### config.mk
export PLATFORM = sky130hd
export DESIGN_NAME = alu16_cascade
export DESIGN_NICKNAME = d
export VERILOG_FILES = /design/src/rtl/alu16_pkg.sv /design/src/rtl/alu_slice.sv /design/src/rtl/alu_carry_net.sv /design/src/rtl/alu16_cascade.sv
export SDC_FILE = /design/constraint.sdc
export NUM_CORES = 1
export LEC_CHECK = 0
export ABC_AREA = 1
export BUFFER_PORTS_ARGS = -buffer_cell sky130_fd_sc_hd__buf_2
export CAP_MARGIN = 20
export CORE_AREA = 2 2 59 61
export DETAILED_ROUTE_END_ITERATION = 12
export DIE_AREA = 0 0 61 63
export PLACE_DENSITY_LB_ADDON = 0.05
export SYNTH_ARGS = -nofsm -noshare
export SYNTH_HDL_FRONTEND = slang
export SYNTH_SLANG_ARGS = --single-unit
export TNS_END_PERCENT = 30
### constraint.sdc
create_clock -name vclk -period 2.6
set_input_delay 0.52 -clock vclk [all_inputs]
set_output_delay 0.52 -clock vclk [all_outputs]
set_load 0.1 [all_outputs]
### src/rtl/alu16_pkg.sv
package alu16_pkg;
  localparam int unsigned SEL_W    = 4;
  localparam int unsigned SPAN_MAX = 32;
  localparam int unsigned GX_W     = SPAN_MAX + 1;

  // Carry into position pos: gx[0] is the incoming carry, gx[j] is generate of position j-1.
  // Expanded as a flat OR of AND terms (two-level lookahead).
  function automatic logic span_carry(input logic [GX_W-1:0] gx,
                                      input logic [SPAN_MAX-1:0] p,
                                      input int unsigned pos);
    logic acc;
    logic t;
    acc = 1'b0;
    for (int unsigned j = 0; j <= pos; j++) begin
      t = gx[j];
      for (int unsigned k = j; k < pos; k++) t = t & p[k];
      acc = acc | t;
    end
    return acc;
  endfunction
endpackage

### src/rtl/alu_slice.sv
module alu_slice
  import alu16_pkg::*;
#(
  parameter int unsigned W = 4
) (
  input  logic [W-1:0]     a_i,
  input  logic [W-1:0]     b_i,
  input  logic [SEL_W-1:0] sel_i,
  input  logic             logic_mode_i,
  input  logic             c_i,
  output logic [W-1:0]     f_o,
  output logic             p_o,
  output logic             g_o,
  output logic             eq_o
);
  logic [W-1:0] h, m, cb;

  always_comb begin
    h = a_i | (b_i & {W{sel_i[0]}}) | (~b_i & {W{sel_i[1]}});
    m = (a_i & ~b_i & {W{sel_i[2]}}) | (a_i & b_i & {W{sel_i[3]}});
  end

  // Logic mode forces every internal carry high, giving ~(h ^ m).
  for (genvar k = 0; k < W; k++) begin : g_bit
    assign cb[k] = logic_mode_i | span_carry(GX_W'({m, c_i}), SPAN_MAX'(h), k);
  end

  assign f_o  = h ^ m ^ cb;
  assign p_o  = &h;
  assign g_o  = span_carry(GX_W'({m, 1'b0}), SPAN_MAX'(h), W);
  assign eq_o = &f_o;
endmodule

### src/rtl/alu_carry_net.sv
module alu_carry_net
  import alu16_pkg::*;
#(
  parameter int unsigned N         = 4,
  parameter bit          LOOKAHEAD = 1'b1
) (
  input  logic [N-1:0] p_i,
  input  logic [N-1:0] g_i,
  input  logic         c_i,
  output logic [N-1:0] cin_o,
  output logic         cout_o,
  output logic         grp_p_o,
  output logic         grp_g_o
);
  logic [N:0] c;

  assign c[0] = c_i;

  if (LOOKAHEAD) begin : g_la
    for (genvar i = 1; i <= N; i++) begin : g_c
      assign c[i] = span_carry(GX_W'({g_i, c_i}), SPAN_MAX'(p_i), i);
    end
  end else begin : g_rip
    for (genvar i = 0; i < N; i++) begin : g_c
      assign c[i+1] = g_i[i] | (p_i[i] & c[i]);
    end
  end

  assign cin_o   = c[N-1:0];
  assign cout_o  = c[N];
  assign grp_p_o = &p_i;
  assign grp_g_o = span_carry(GX_W'({g_i, 1'b0}), SPAN_MAX'(p_i), N);
endmodule

### src/rtl/alu16_cascade.sv
module alu16_cascade
  import alu16_pkg::*;
#(
  parameter  int unsigned SLICE_W    = 4,
  parameter  int unsigned NUM_SLICES = 4,
  parameter  bit          LOOKAHEAD  = 1'b1,
  localparam int unsigned DATA_W     = SLICE_W * NUM_SLICES
) (
  input  logic [DATA_W-1:0] a_i,
  input  logic [DATA_W-1:0] b_i,
  input  logic [SEL_W-1:0]  sel_i,
  input  logic              logic_mode_i,
  input  logic              carry_i,
  output logic [DATA_W-1:0] result_o,
  output logic              carry_o,
  output logic              grp_p_o,
  output logic              grp_g_o,
  output logic              eq_o
);
  logic [NUM_SLICES-1:0] s_p, s_g, s_eq, s_cin;

  for (genvar i = 0; i < NUM_SLICES; i++) begin : g_slice
    alu_slice #(.W(SLICE_W)) u_slice (
      .a_i         (a_i[i*SLICE_W +: SLICE_W]),
      .b_i         (b_i[i*SLICE_W +: SLICE_W]),
      .sel_i       (sel_i),
      .logic_mode_i(logic_mode_i),
      .c_i         (s_cin[i]),
      .f_o         (result_o[i*SLICE_W +: SLICE_W]),
      .p_o         (s_p[i]),
      .g_o         (s_g[i]),
      .eq_o        (s_eq[i])
    );
  end

  alu_carry_net #(.N(NUM_SLICES), .LOOKAHEAD(LOOKAHEAD)) u_carry (
    .p_i    (s_p),
    .g_i    (s_g),
    .c_i    (carry_i),
    .cin_o  (s_cin),
    .cout_o (carry_o),
    .grp_p_o(grp_p_o),
    .grp_g_o(grp_g_o)
  );

  assign eq_o = &s_eq;
endmodule

==> flow_metrics.tcl, run 1 <==
set metrics [dict create \
    ys_types 34 \
    grt_start_max_net_pins 11 \
    synth_top_area_frac 0.2480 \
    grt_use_total 0.5486 \
    ctsHoldBuffers 0 \
    grt_first_pass_wirelength_mm 16.10 \
    synth_cells 343 \
    initial_core_util 0.5199 \
    synth_warnings 0 \
    grt_overflow 1 \
    gp_congestion 0.9219 \
    syn_area_um2 1680 \
    num_io_pins 58 \
    avgSynthCellArea_um2 4.899 \
    syn-num-nets 381 \
    outcome "did not finish" \
    dp_slack_ns -0.4728 \
    stop_error "[ERROR GRT-0116] Global routing finished with congestion. Check the congestion regions in the DRC Viewer." \
    port_buffers 58 \
    core.rowCount 21 \
    yosysSeqAreaShare 0 \
    hpwl_mm 4.963 \
    synth_top_cell_by_area "nand2_1" \
    yosys-top-cells-area "nand2_1, inv_1, nor2_1" \
    die_width_um 61 \
    failing_step "global routing (5_1_grt)" \
    grt_pass1_vias 3528 \
    die_h_um 63 \
]
metrics by stage:
step	cells	hold WS (ns)	area (um^2)
floorplan	343	1.431	1755
global placement	505	1.541	2824
detailed placement	505	1.570	2824
CTS	518	1.571	3082
metal layers:
metal	overflow	track usage
met5	0	0.06349
met4	0	0.4728
met3	0	0.3085
met2	1	0.8253
met1	0	0.5099
cells in the mapped netlist, drive strengths merged:
cell    number
buf          5
a21oi       16
nand3b       2
inv         64
or3          1
nand2      122
o21bai       1
nor2        66
nor3         2
nand3       36
nand4        7
xor2         1
and2         1
o21ai       12
clkbuf       2
o211ai       4
nor4         1
cell families after synthesis:
group	after synthesis	synth area share
simple gates	238	0.6813
xor+xnor	1	0.009682
compound gates	33	0.1221
buf+inv	71	0.1869
repair_timing:
action | in CTS
pin swaps | 34
hold endpoints to repair | 0
endpoints found under the setup margin | 12
gates cloned | 0
buffers inserted | 13
gates resized for setup | 52
==> run 2, diff against run 1 <==
--- a/config.mk
+++ b/config.mk
@@ -8,10 +8,10 @@
 export ABC_AREA = 1
 export BUFFER_PORTS_ARGS = -buffer_cell sky130_fd_sc_hd__buf_2
 export CAP_MARGIN = 20
-export CORE_AREA = 2 2 59 61
+export CORE_AREA = 2 2 68 70
 export DETAILED_ROUTE_END_ITERATION = 12
-export DIE_AREA = 0 0 61 63
-export PLACE_DENSITY_LB_ADDON = 0.05
+export DIE_AREA = 0 0 70 72
+export PLACE_DENSITY_LB_ADDON = 0.15
 export SYNTH_ARGS = -nofsm -noshare
 export SYNTH_HDL_FRONTEND = slang
 export SYNTH_SLANG_ARGS = --single-unit
==> run 2 against run 1 <==
  * The flow now finishes, with violations (setup timing)
  * Area after synthesis unchanged
  * Synthesized cell count stayed put
==> flow_metrics.tcl, run 2 <==
set metrics [dict create \
    core_um2 4264 \
    holdCritStartpoint "carry_i" \
    drtAntennaViolNets 0 \
    fin_hold_ws_ns 1.653 \
    diodes 0 \
    ff_latch_area_um2 0 \
    slew_viol_final 0 \
    first_pass_iters 4 \
    syn-num-nets 381 \
    power_mw 1.257 \
    worst_pin_slew_ns 0.4389 \
    num_io_pins 58 \
    rsz0062_at_grt "true" \
    place_area_um2 2869 \
    drtIter0Drc 150 \
    grt_first_pass_wirelength_mm 9.825 \
    nNetsFinal 520 \
    placed_cells 516 \
    critical_path.top_delay_family "simple AND/OR/NAND/NOR gates" \
    final_hold_viol_count 0 \
    crit_type "primary input to primary output" \
    final_layout_size_suffix_gt1_frac 0.5604 \
    die_h_um 72 \
    worstPathArrival_ns 2.46 \
    hold_path_depth 6 \
    core.rowCount 24 \
    outcome "complete, but fails checks" \
    finalCriticalPeriod_ns 2.981 \
    yosysSeqAreaShare 0 \
    violations "setup timing" \
    fin_cells 532 \
    yosys-top-cells-area "nand2_1, inv_1, nor2_1" \
    p_leak_nw 1.796 \
    hold_path.class "primary input to primary output" \
    ir_worst_vdd_mv 0.2385 \
    final_cell_area_um2 3405 \
    grt_pass1_vias 2347 \
    pwr_density_cell_nw_per_um2 369.1 \
    ys_types 34 \
    grt_use_total 0.2269 \
    grt_start_max_net_pins 10 \
    path_cells "buf_4 > inv_6 > nand2_2 > nand3_2 > buf_4 > nand3_1 > nand2_1 > nand3_1 > nand2_1 > nor2_2 > nand3_2 > nor2_2 > nand3_2 > nor2_2 > nand2_2 > nor2_4 > buf_12" \
    synth_top_area_frac 0.2480 \
    synth_warnings 0 \
    setup.worst_path.end_class "primary output" \
    avgSynthCellArea_um2 4.899 \
    syn_area_um2 1680 \
    synth_top_cell_by_area "nand2_1" \
    synth_top_cells_by_count "nand2_1, inv_1, nor2_1" \
    critPathLaunchType "primary input" \
    routed_via_density 4.994 \
    drc 0 \
    worst_slack_ns -0.3814 \
    path_buf_inv 4 \
    cp_slowest_cell "buf_12" \
    finalSetupViolCount 12 \
    port_buffers 58 \
    final_cell_mix "buf_4, nand2_1, inv_1" \
    clkbuf_count 0 \
    dieArea_um2 5040 \
    max_freq_ghz 0.3354 \
    synth_cells 343 \
    critPathMaxFanout 6 \
    final_common_cell "buf_4" \
    seq_cells 0 \
    grt_overflow 0 \
    initial_core_util 0.3941 \
    vias 2657 \
    hpwl_mm 4.732 \
    dp_slack_ns -0.3927 \
    wl_per_cell_um 13.04 \
    post-route-util 0.7984 \
    drt_wl_total_mm 6.937 \
    hold_end "result_o[0]" \
    antenna_found_initial 0 \
    critical-path-max-stage-delay_ns 0.18 \
    crit_required_ns 2.08 \
    finalSetupTns_ns -1.849 \
    die_width_um 70 \
    slew_headroom 0.7043 \
    yosysMostFrequentCell "nand2_1" \
    area_growth_pct 102.6 \
    gp_congestion 0.8937 \
    nFillCells 264 \
    maxCapViolations 0 \
    finalCritPeriodShare 1.147 \
]
run 2: layout make-up:
cell class	count	area, um^2	share of cell area
multi-input cells	272	1734	0.5094
repair buffers	144	1343	0.3943
inverters	64	262.8	0.07718
well taps	52	65.06	0.01911
run 2: logic make-up (layout without fill, tap and decap cells):
logic type	after synthesis	count (layout)	synth area share
xor gates and xnor gates	1	1	0.009682
AOI/OAI and AO/OA	33	33	0.1221
and+or+nand+nor	238	238	0.6813
buffers and inverters	71	208	0.1869
run 2: timing repair:
item,CTS,global route
setup endpoints to repair,12,12
setup buffers,5,11
pin swaps,33,47
resized for setup,51,75
hold buffers,0,0
run 2: metal layers:
| metal | GRT usage | vias up | share of wire | wire length, um |
|---|---|---|---|---|
| met3 | 0.01944 | 16 | 0.049 | 342 |
| met2 | 0.4265 | 89 | 0.53 | 3678 |
| met1 | 0.2874 | 1216 | 0.40 | 2774 |
| met4 | 0.03632 | 0 | 0.020 | 142 |
| li1 | - | 1336 | - | - |
| met5 | 0 | - | 0 | 0 |
run 2: how the worst max path moves through the flow:
stage          startpoint  endpoint  cells past startpoint
2_1_floorplan    sel_i[0]      eq_o                     15
6_report         sel_i[3]      eq_o                     17
4_1_cts          sel_i[2]      eq_o                     18
5_1_grt          sel_i[3]      eq_o                     17
3_5_place_dp     sel_i[1]      eq_o                     19
3_3_place_gp     sel_i[1]      eq_o                     17
run 2: where the power goes:
group / internal, mW / switching, mW
Clock: 0 / 0
Sequential: 0 / 0
Combinational: 0.498 / 0.758
Power figures use the tool's default switching activity.
